### src/rtl/fdiv_pkg.sv
// Package: shared types and ratio/duty decoding for the frequency divider.
// Assumes the period counter covers the longest period of 60 strobe intervals.
package fdiv_pkg;
    localparam int SRC_W      = 2;
    localparam int DIV_W      = 3;
    localparam int NUM_SRC    = 1 << SRC_W;
    localparam int MAX_PERIOD = 60;
    localparam int CNT_W      = $clog2(MAX_PERIOD);

    typedef logic [CNT_W-1:0] cnt_t;

    typedef struct packed {
        logic [SRC_W-1:0] src;
        logic [DIV_W-1:0] div;
    } sel_t;

    // Division ratio for each ratio code
    function automatic int ratio_of(logic [DIV_W-1:0] code);
        case (code)
            3'd0:    return 1;
            3'd1:    return 2;
            3'd2:    return 3;
            3'd3:    return 6;
            3'd4:    return 5;
            3'd5:    return 10;
            3'd6:    return 15;
            default: return 30;
        endcase
    endfunction

    // Last counter index of one output period (2*ratio strobes)
    function automatic cnt_t last_idx(logic [DIV_W-1:0] code);
        return cnt_t'(2 * ratio_of(code) - 1);
    endfunction

    // Number of strobe intervals the wave stays high in one period
    function automatic cnt_t high_len(logic [DIV_W-1:0] code);
        int r;
        r = ratio_of(code);
        case (code)
            3'd2, 3'd6: return cnt_t'((2 * r) / 3);
            3'd4:       return cnt_t'((2 * r) / 5);
            default:    return cnt_t'(r);
        endcase
    endfunction
endpackage

### src/rtl/fdiv_src_mux.sv
// Module: picks the strobe of the selected source.
// Assumes each strobe input is a single-cycle pulse synchronous to clk.
module fdiv_src_mux
    import fdiv_pkg::*;
(
    input  logic [NUM_SRC-1:0] ticks,
    input  logic [SRC_W-1:0]   src,
    output logic               strobe
);
    // Select one strobe by source code
    always_comb begin
        strobe = ticks[src];
    end
endmodule

### src/rtl/fdiv_core.sv
// Module: period counter and wave level for the chosen ratio.
// Assumes the strobe is already selected; a select change or a cleared
// enable restarts the period at index zero.
module fdiv_core
    import fdiv_pkg::*;
(
    input  logic clk,
    input  logic rst_n,
    input  logic strobe,
    input  logic out_en,
    input  sel_t sel_in,
    output logic level
);
    sel_t sel_q;
    logic en_q;
    cnt_t cnt;
    logic restart;

    // Restart on a select change or while the output is disabled
    always_comb begin
        restart = (sel_in != sel_q) || !out_en;
    end

    // Track the selects and the enable for change detection and gating
    always_ff @(posedge clk) begin
        if (!rst_n) begin
            sel_q <= '0;
            en_q  <= 1'b0;
        end else begin
            sel_q <= sel_in;
            en_q  <= out_en;
        end
    end

    // Walk through one output period, one step per selected strobe
    always_ff @(posedge clk) begin
        if (!rst_n) begin
            cnt <= '0;
        end else if (restart) begin
            cnt <= '0;
        end else if (strobe) begin
            cnt <= (cnt == last_idx(sel_q.div)) ? '0 : cnt + 1'b1;
        end
    end

    // High for the leading part of the period
    always_comb begin
        level = en_q && (cnt < high_len(sel_q.div));
    end
endmodule

### src/rtl/fdiv_pin.sv
// Module: gates the wave with the secondary pin enable.
// Assumes the pad is driven only while the pin enable is high.
module fdiv_pin (
    input  logic level,
    input  logic pin_en,
    output logic pin_val,
    output logic pin_oe
);
    // Drive the pad control and force the value low when released
    always_comb begin
        pin_oe  = pin_en;
        pin_val = pin_en & level;
    end
endmodule

### src/rtl/prog_freq_divider.sv
// Module: programmable frequency output divider, top level.
// Assumes the source strobes mark each half period of their sources and
// that clk is fast enough for two strobes never to fall in one cycle of
// the same source.
module prog_freq_divider
    import fdiv_pkg::*;
(
    input  logic             clk,
    input  logic             rst_n,
    input  logic             tick_base,
    input  logic             tick_mid,
    input  logic             tick_low,
    input  logic             tick_sec,
    input  logic             out_en,
    input  logic [SRC_W-1:0] src_sel,
    input  logic [DIV_W-1:0] div_sel,
    input  logic             pin_en,
    output logic             freq_o,
    output logic             freq_oe
);
    logic [NUM_SRC-1:0] ticks;
    logic               strobe;
    logic               level;
    sel_t               sel_in;

    // Gather strobes in source-code order and pack the selects
    always_comb begin
        ticks      = {tick_sec, tick_low, tick_mid, tick_base};
        sel_in.src = src_sel;
        sel_in.div = div_sel;
    end

    fdiv_src_mux u_mux (
        .ticks  (ticks),
        .src    (src_sel),
        .strobe (strobe)
    );

    fdiv_core u_core (
        .clk    (clk),
        .rst_n  (rst_n),
        .strobe (strobe),
        .out_en (out_en),
        .sel_in (sel_in),
        .level  (level)
    );

    fdiv_pin u_pin (
        .level   (level),
        .pin_en  (pin_en),
        .pin_val (freq_o),
        .pin_oe  (freq_oe)
    );
endmodule

### config.mk
export PLATFORM = sky130hd
export DESIGN_NAME = prog_freq_divider
export DESIGN_NICKNAME = d
export VERILOG_FILES = /design/src/rtl/fdiv_pkg.sv /design/src/rtl/fdiv_src_mux.sv /design/src/rtl/fdiv_core.sv /design/src/rtl/fdiv_pin.sv /design/src/rtl/prog_freq_divider.sv
export SDC_FILE = /design/constraint.sdc
export NUM_CORES = 1
export LEC_CHECK = 0
export CAP_MARGIN = 30
export CORE_MARGIN = 2
export CORE_UTILIZATION = 35
export DETAILED_ROUTE_END_ITERATION = 16
export GPL_TIMING_DRIVEN = 0
export SLEW_MARGIN = 40
export SYNTH_ARGS = -nofsm -noshare
export SYNTH_HDL_FRONTEND = slang
export SYNTH_SLANG_ARGS = --single-unit
### constraint.sdc
create_clock -name clk -period 7.2 [get_ports clk]
set_input_delay 1.44 -clock clk [delete_from_list [all_inputs] [get_ports clk]]
set_output_delay 1.44 -clock clk [all_outputs]
set_load 0.05 [all_outputs]
# Word-level counts from Yosys, hierarchy flattened
# Index checks and enable logic that the tools add are counted.
totals:
  regBits: 12
  in_bits: 13
  wordCells: 34
classes:
  addsub: 2
  div: 2
  magnitude_cmp: 2
  eq_ne: 8
  mux: 8
  n_bitwise: 2
  reduce_logical: 6
ops:
  columns: ["op", "count"]
  rows:
  - ["case mux 5 bit (7 select lines)", 1]
  - ["divider 32 x 3 -> 32 bit (second input constant)", 1]
  - ["divider 32 x 4 -> 32 bit (second input constant)", 1]
  - ["two-way mux 5 bit", 3]
  - ["case mux 6 bit (2 select lines)", 1]
  - ["== test 3 bit (second input constant)", 3]
  - ["adder 6 x 1 -> 6 bit (second input constant)", 1]
  - ["== test 3 x 2 -> 1 bit (second input constant)", 2]
  - ["== test 6 bit", 1]
  - ["less-than comparator 6 bit", 1]
  - ["two-way mux 6 bit", 1]
  - ["subtractor 6 x 2 -> 6 bit (second input constant)", 1]
  - ["inequality test 5 bit", 1]
  - ["OR reduction 2 bit", 2]
  - ["== test 3 x 1 -> 1 bit (second input constant)", 1]
  - ["logical NOT 3 bit", 1]
  - ["less-than comparator 2 x 3 -> 1 bit (second input constant)", 1]
  - ["binary-select mux 1 bit (select 2 bit)", 1]
  - ["AND 1 bit", 1]
  - ["logical AND 1 bit", 1]
  - ["logical NOT 1 bit", 1]
  - ["logical OR 1 bit", 1]
  - ["two-way mux 1 bit", 1]
  - ["NOT 1 bit", 1]

# Logic depth before layout (Yosys ltp)
# Gate-level depths: netlist (run 1).
logic_depth:
  word_depth: 8
  ltp_mapped: 28
  depth_no_buf: 26

# Modules after synthesis
# From an unflattened synthesis (run 1), not the netlist that was laid out.
hier_totals:
  cells_unflattened: 177
  hier_area_um2: 1457.6
modules_own_cells:
  columns: ["mod", "n_inst", "cells_each", "area_each_um2", "seq_area_each_um2"]
  rows:
  - ["fdiv_core", 1, 174, 1421.4, 240.2]
  - ["fdiv_src_mux", 1, 1, 22.5, 0.0]
  - ["fdiv_pin", 1, 2, 13.8, 0.0]

# Worst setup path after synthesis (run 1)
# Ideal clock, no wire load.
synth_path:
  path_type: "register to output"
  start: "register u_core.sel_q[0] (netlist name)"
  end: "output port freq_o"
  arrival_time_ps: 6868
  slack_ps: -1108
  path_stages_with_launch: 28
  path_buffers: 2
  path_cell_list: "dfxtp_1 buf_6 or2_1 buf_2 inv_2 ha_1 nand2b_2 a21oi_1 o21a_1 o31ai_1 ha_1 a21o_1 a31o_1 a31oi_4 nand2_2 xnor2_1 ha_1 inv_1 o21ai_1 a21oi_1 o21ai_0 a211oi_2 and3_4 a21o_1 ha_1 a21o_1 a21o_1 a2111oi_0"
synth_between:
  elab_chain_len: 7
  elab_cells_between_ends: 15
synth_lines:
  columns: ["element", "line", "source"]
  rows:
  - ["from (decl)", "fdiv_core.sv:14", "sel_t sel_q;"]
  - ["from (signal assigned)", "fdiv_core.sv:30", "sel_q <= sel_in;"]
  - ["== test 3 bit (tied with other cells)", "fdiv_pkg.sv:19, fdiv_pkg.sv:40", null]
  - ["case mux 5 bit (7 select lines)", "fdiv_pkg.sv:19", "case (code)"]
  - ["divider 32 x 4 -> 32 bit or divider 32 x 3 -> 32 bit (tied branches)", "fdiv_pkg.sv:42, fdiv_pkg.sv:41", null]
  - ["case mux 6 bit (2 select lines) *", "fdiv_pkg.sv:40", "case (code)"]
  - ["less-than comparator 6 bit *", "fdiv_core.sv:48", "level = en_q && (cnt < high_len(sel_q.div));"]
  - ["logical AND 1 bit *", "fdiv_core.sv:48", null]
  - ["AND 1 bit *", "fdiv_pin.sv:12", "pin_val = pin_en & level;"]
  - ["to (decl)", "prog_freq_divider.sv:18", "output logic freq_o,"]
# Mark *: on every way between the ends. The rest lies on a longest branch, timed or not.

# Worst setup path after layout (run 1)
# Ends and elaborated chain as after synthesis.

==> summary.log, run 1 <==
qor: synth.netlist.area_leader.share 16.3%
qor: synth.synthMostInstantiatedCell ha_1
qor: placed_design.place_congestion 0.781
qor: power.power_frac_seq 31.6%
qor: power.fin_total_pwr 0.219 mW
qor: synth.yosys_warnings 0
qor: synth.post_synth_instance_area 1470 um2
qor: grt.grt_total_ovfl 0
qor: drt.wl_per_cell 13.3 um
qor: drt.post_route_drc 0
qor: sta.worst_clock_skew 1.31 ps
qor: drt.drt_iter0_drc 48
qor: synth.synth_cell_type_count 50
qor: sta.final-hold-violation-count 0
qor: power.cell_internal_pwr 0.153 mW
qor: layout.num-nets-final 233
qor: synth.synth-async-reset-ratio 0%
qor: critical_path.worst_ep_arrival_time 5470 ps
qor: synth.ys_ff_latch 12
qor: placed_design.place.port_buffers 14
qor: power.worst_ir_drop_vdd 0.0980 mV
qor: layout.layout.filler_cells 426
qor: flow_run.maxCapViolCount 0
qor: floorplanning.boundaryPins 15
qor: power.power.share.switching 30.0%
qor: critical_path.critical_path.max_stage_delay 340 ps
qor: clock_network.cts.path.max_buffers 2
qor: synth.synth_commonest_cells 18 x ha_1, 15 x nor2_1, 12 x dfxtp_1, 11 x xnor2_1
qor: sta.setup_viol 0
qor: synth.synth_sequential_area_ratio 16.3%
qor: outcome.status completed
qor: critical_path.path_common_cell a21oi_1
qor: critical_path.crit_path_max_fo 10
qor: min_path.holdCritPathClass flop to flop
qor: sta.timing.setup.tns 0 ps
qor: critical_path.worstSetupPathType flop to output pin
qor: synth.number_of_flops_mapped_to_enable_cells_by_yosys 0
qor: sta.max_slew.worst_pin.slew 490 ps
qor: sta.maxSlewViolCount 0
qor: grt.grt_usage 14.9%
qor: critical_path.critPathLaunchType flop
qor: drt.drtAntennaViolNets 0
qor: grt.grt_pass1_vias 1160
qor: power.clkPwrFrac 33.2%
qor: clock_network.clock_tree_from_tritoncts done
qor: floorplanning.die-height 68.9 um
qor: clock_network.clock_sinks 12
qor: grt.grt_max_degree 11
qor: clock_network.cts.reportedPaths.clkPinSlew 50 ps
qor: synth.yosys_most_used_dff dfxtp_1
qor: layout.post_route_cells_drive_above_1_share 20.9%
qor: clock_network.clkLatencyLatePin 240 ps
qor: clock_network.cts_buffers 3
qor: floorplanning.x_dimension_of_the_die 68.9 um
qor: drt.drt_pre_antenna_iters 4
qor: power.p_leak 0.710 nW
qor: layout.multiInputGateArea 1180 um2
qor: floorplanning.die_area 4740 um2
qor: floorplanning.effective_utilization_at_floorplan 36.6%
qor: layout.antenna-diode-count 0
qor: clock_network.cts-root-buf clkbuf_8
qor: power.p_comb_share 35.3%
qor: drt.route.final.wire_length 3340 um
qor: critical_path.cp-end-kind output pin
qor: grt.antenna_violations_before_repair 0
qor: sta.slew_headroom 67.2%
qor: grt.grt_first_pass_wirelength 5290 um
qor: sta.post-route-min-period 6910 ps
qor: sta.postLayoutSetupSlackWorst 293 ps
qor: synth.synth_largest_area_cell dfxtp_1
qor: critical_path.cp_data_required_time 5760 ps
qor: layout.area_grow_syn2layout 23.3%
qor: drt.post_drt_via_cell_ratio 5.35
qor: synth.post_synth.cell_area_avg 8.14 um2
qor: synth.mappedNetlistNets 212
qor: layout.area.sequential 240 um2
qor: critical_path.timing.critical_path.slowest_stage_cell o32a_1
qor: placed_design.dp.final_hpwl 2520 um
qor: floorplanning.placement_rows 23
qor: sta.achievable-frequency 0.145 GHz
qor: synth.dominant_cells_by_area_after_synthesis dfxtp_1 16%, ha_1 15%, xnor2_1 6.5%, nor2_1 3.8%, xor2_1 3.6%
qor: placed_design.place_ws -361 ps
qor: synth.post_synth_inst_count 181
qor: sta.finalCritPeriodShare 95.9%
qor: floorplanning.core-area 4030 um2
qor: drt.vias 1342
qor: power.netSwitchingPower 0.0656 mW
qor: clock_network.h_tree_levels 1
qor: power.power-per-cell-area 121 nW/um2
## power by group through the flow
stage          combinational, mW  sequential [mW]  clock [mW]
2_1_floorplan             0.0532           0.0704           0
3_3_place_gp              0.0719           0.0706           0
3_5_place_dp              0.0721           0.0706           0
4_1_cts                   0.0732           0.0692      0.0750
5_1_grt                   0.0851           0.0694      0.0771
6_report                  0.0772           0.0692      0.0727
## layout make-up
type	count	area share, %
Buffer	9	3.79
Clock buffer	4	3.03
Inverter	8	2.00
Multi-Input combinational cell	150	65.3
Sequential cell	12	13.2
Tap cell	50	3.45
Timing Repair Buffer	18	9.24
## critical path, delay by kind of cell, from the launching register on
kind | cells | cell delay (ps)
compound gates | 14 | 2530
xor+xnor | 1 | 150
fa+ha+maj | 4 | 980
buf+inv | 3 | 490
flops | 1 | 300
simple gates | 5 | 780
## worst paths after layout
kind / start / to / slack, ps / cells after the start
setup / recovery: u_core.sel_q[0] / freq_o / 290 / 27
hold / removal: u_core.cnt[0] / u_core.cnt[0] / 570 / 2
setup reg to reg: u_core.sel_q[0] / u_core.cnt[4] / 5190 / 9
hold reg to reg: u_core.cnt[0] / u_core.cnt[0] / 570 / 2
## cells in the final DEF (no fill, tap or decap), types with 2 or more instances in the layout
master,instances
ha_1,15
nor2_1,14
clkdlybuf4s50_1,13
dfxtp_1,12
xnor2_1,11
a21oi_1,9
nand2_1,8
o21ai_0,7
and2_1,7
xor2_1,6
buf_4,6
nor3_1,5
o21ai_1,5
a21o_1,5
nand4_1,5
buf_2,4
inv_1,4
a31oi_1,4
nand3_1,4
clkbuf_8,4
buf_6,3
o211ai_1,3
a21oi_2,3
inv_2,2
nand2_4,2
o21a_1,2
nor2_4,2
mux2i_1,2
nor2b_1,2
nand2b_1,2
nand4b_1,2
o22ai_1,2
nand3b_1,2
ha_2,2
## sequential cells by signal, indices dropped and copies added, names as in the netlist
register	cells
u_core.en_q	1
u_core.cnt	6
u_core.sel_q	5
## layer usage
layer / wire, um / share of wire, % / GRT usage (%)
met5: 0 / 0 / 0
met4: 34 / 1.0 / 5.15
met3: 131 / 3.9 / 1.46
met2: 1590 / 47 / 23.9
met1: 1590 / 48 / 20.8
## stage by stage
| step | cell area, um2 | hold slack, ps | instances | util, % |
|---|---|---|---|---|
| 6_report | 1820 | 565 | 251 | 45.1 |
| 5_1_grt | 1820 | 616 | 251 | 45.1 |
| 4_1_cts | 1750 | 566 | 250 | 43.4 |
| 3_5_place_dp | 1680 | 556 | 245 | 41.7 |
| 3_3_place_gp | 1680 | 555 | 245 | 41.7 |
| 2_1_floorplan | 1480 | 526 | 181 | - |
## kinds of logic after synthesis
group                      Yosys count  share of synthesized area, %
and+or+nand+nor                     63                          24.9
AOI/OAI and AO/OA                   49                          23.4
buffers and inverters               19                          7.14
adders and majority gates           18                          15.3
xor gates and xnor gates            17                          10.1
DFF                                 12                          16.3
muxes                                3                          2.89
## what timing repair did
item / in CTS / in global routing
setup endpoints to repair: 1 / 1
endpoints found under the hold margin: 0 / 0
buffers inserted: 1 / 3
resized for setup: 8 / 15
hold buffers: 0 / 0
pin swaps: 0 / 7
(Power assumes the default switching activity.)
==> run 2, diff against run 1 <==
--- a/config.mk
+++ b/config.mk
@@ -9,7 +9,6 @@
 export CORE_MARGIN = 2
 export CORE_UTILIZATION = 35
 export DETAILED_ROUTE_END_ITERATION = 16
-export GPL_TIMING_DRIVEN = 0
 export SLEW_MARGIN = 40
 export SYNTH_ARGS = -nofsm -noshare
 export SYNTH_HDL_FRONTEND = slang
==> run 2 against run 1 <==
Final area decreased by 3.8%; register-to-register slack better by 60 ps; wire length is 4.7% lower; critical path depth decreased by 1; critical endpoint unchanged.
==> summary.log, run 2 (synthesized netlist as in run 1, its figures left out) <==
qor: critical_path.worst_ep_arrival_time 5340 ps
qor: grt.grt_usage 15.0%
qor: power.p_comb_share 35.9%
qor: sta.max_slew.worst_pin.slew 494 ps
qor: clock_network.clock_sinks 12
qor: floorplanning.boundaryPins 15
qor: min_path.min_delay_path_depth 2
qor: sta.finalCritPeriodShare 94.2%
qor: placed_design.dpl_cell_area 1650 um2
qor: outcome.status completed
qor: drt.drt_iter0_drc 89
qor: critical_path.cp-end-kind output pin
qor: sta.worst_clock_skew 0.755 ps
qor: floorplanning.core-area 4030 um2
qor: grt.grt_first_pass_wirelength 5370 um
qor: placed_design.dp.final_hpwl 2430 um
qor: power.p_leak 0.675 nW
qor: layout.antenna-diode-count 0
qor: clock_network.h_tree_levels 1
qor: drt.post_route_drc 0
qor: drt.wl_per_cell 13.1 um
qor: floorplanning.effective_utilization_at_floorplan 36.6%
qor: critical_path.timing.reg2reg.worst_path_depth 8
qor: drt.route.final.wire_length 3190 um
qor: clock_network.clkLatencyLatePin 240 ps
qor: sta.slew_headroom 66.9%
qor: placed_design.place_ws 418 ps
qor: critical_path.r2r-end u_core.cnt[4]
qor: grt.grt_pass1_vias 1181
qor: clock_network.postCtsHoldBufs 0
qor: clock_network.cts_buffers 3
qor: layout.finish.utilization 43.4%
qor: layout.final_area 1750 um2
qor: layout.post_route_cells_drive_above_1_share 16.6%
qor: layout.num-nets-final 226
qor: power.netSwitchingPower 0.0627 mW
qor: power.clkPwrFrac 29.8%
qor: layout.layout_commonest_cell ha_1
qor: floorplanning.x_dimension_of_the_die 68.9 um
qor: critical_path.worst_r2r_startpoint u_core.sel_q[1]
qor: clock_network.cts.path.max_buffers 2
qor: critical_path.critPathLaunchType flop
qor: min_path.holdCritPathClass flop to flop
qor: layout.layout.cells.non_filler 243
qor: sta.timing.setup.tns 0 ps
qor: placed_design.dpl.cell_count 239
qor: min_path.worstHoldEndpoint u_core.cnt[5]
qor: layout.area_grow_syn2layout 18.6%
qor: sta.achievable-frequency 0.147 GHz
qor: sta.setup_viol 0
qor: layout.layout_top_registers u_core.cnt: 6 flops, u_core.sel_q: 5 flops, u_core.en_q: 1 flops
qor: critical_path.regToRegSetupSlack 5250 ps
qor: clock_network.clock_tree_from_tritoncts done
qor: critical_path.timing.critical_path.slowest_stage_cell o32a_1
qor: grt.antenna_violations_before_repair 0
qor: power.cell_internal_pwr 0.140 mW
qor: sta.final-hold-violation-count 0
qor: critical_path.worstPathBufferInverterCount 2
qor: floorplanning.die-height 68.9 um
qor: drt.vias 1316
qor: sta.postLayoutSetupSlackWorst 417 ps
qor: power.worst_ir_drop_vdd 0.106 mV
qor: layout.most-common-layout-cells 17 x ha_1, 14 x nor2_1, 13 x clkdlybuf4s50_1
qor: grt.grt_max_degree 21
qor: critical_path.path_common_cell ha_1
qor: floorplanning.placement_rows 23
qor: sta.maxSlewViolCount 0
qor: grt.grt_total_ovfl 0
qor: critical_path.critical_path.max_stage_delay 330 ps
qor: critical_path.crit_path_max_fo 7
qor: critical_path.worstSetupPathType flop to output pin
qor: drt.drt_pre_antenna_iters 4
qor: layout.largest_register u_core.cnt
qor: critical_path.cp_data_required_time 5760 ps
qor: floorplanning.die_area 4740 um2
qor: clock_network.cts.reportedPaths.clkPinSlew 50 ps
qor: layout.largest_register_ffs 6
qor: drt.post_drt_via_cell_ratio 5.42
qor: placed_design.place.port_buffers 14
qor: clock_network.cts-root-buf clkbuf_8
qor: flow_run.maxCapViolCount 0
qor: placed_design.place_congestion 0.805
qor: sta.post-route-min-period 6780 ps
qor: critical_path.timing.critical_path.max_delay_family compound AO/OA/AOI/OAI gates
qor: power.power_frac_seq 34.3%
qor: drt.drtAntennaViolNets 0
qor: min_path.holdCritStartpoint u_core.cnt[5]
qor: power.power.share.switching 30.9%
qor: power.power-per-cell-area 116 nW/um2
-- run 2: cell types whose count changed in the layout (fill, tap and decap cells not counted), sizes merged --
cell and delta:
clkbuf -2, buf -6, clkinvlp -1, inv +1
-- run 2: how the worst max path moves through the flow --
stage                    start     end  depth (start not counted)
6_report       u_core.sel_q[0]  freq_o                         26
5_1_grt        u_core.sel_q[0]  freq_o                         26
4_1_cts        u_core.sel_q[0]  freq_o                         26
3_5_place_dp   u_core.sel_q[0]  freq_o                         26
3_3_place_gp   u_core.sel_q[0]  freq_o                         26
2_1_floorplan  u_core.sel_q[0]  freq_o                         27
-- run 2: worst min-delay path, cell delays in order (launching register included) --
cell and delay (ps):
dfxtp_1 380, xor2_1 90, nor2_1 70
-- run 2: layer usage --
layer,wire length [um],GRT usage (%),up-vias
li1,-,-,674
met4,38,5.64,0
met2,1470,23.9,39
met3,122,0.974,5
met1,1560,21.2,598
met5,0,0,-
-- run 2: final cells by class --
class	instances	area, um2
multi-input combinational	150	1170
sequential	12	240
timing repair buffer	20	203
clock buffer	3	41.3
fill	416	2280
tap	50	62.6
inverter	8	30.0
-- run 2: repair_timing --
item | CTS | global route
endpoints found under the setup margin | 0 | 1
buffers inserted | 0 | 1
gates resized for setup | 0 | 9
hold endpoints to repair | 0 | 0
-- run 2: through the flow --
step                      hold slack (ps)  power, mW
final                                 572      0.203
after global routing                  612      0.215
after CTS                             578      0.202
after detailed placement              565      0.140
after global placement                553      0.141
after floorplan                       526      0.124
-- run 2: power by group through the flow --
stage | combinational (mW) | clock, mW | sequential, mW
5_1_grt | 0.0806 | 0.0649 | 0.0697
3_3_place_gp | 0.0699 | 0 | 0.0707
6_report | 0.0727 | 0.0605 | 0.0695
4_1_cts | 0.0702 | 0.0621 | 0.0694
3_5_place_dp | 0.0697 | 0 | 0.0707
2_1_floorplan | 0.0532 | 0 | 0.0704
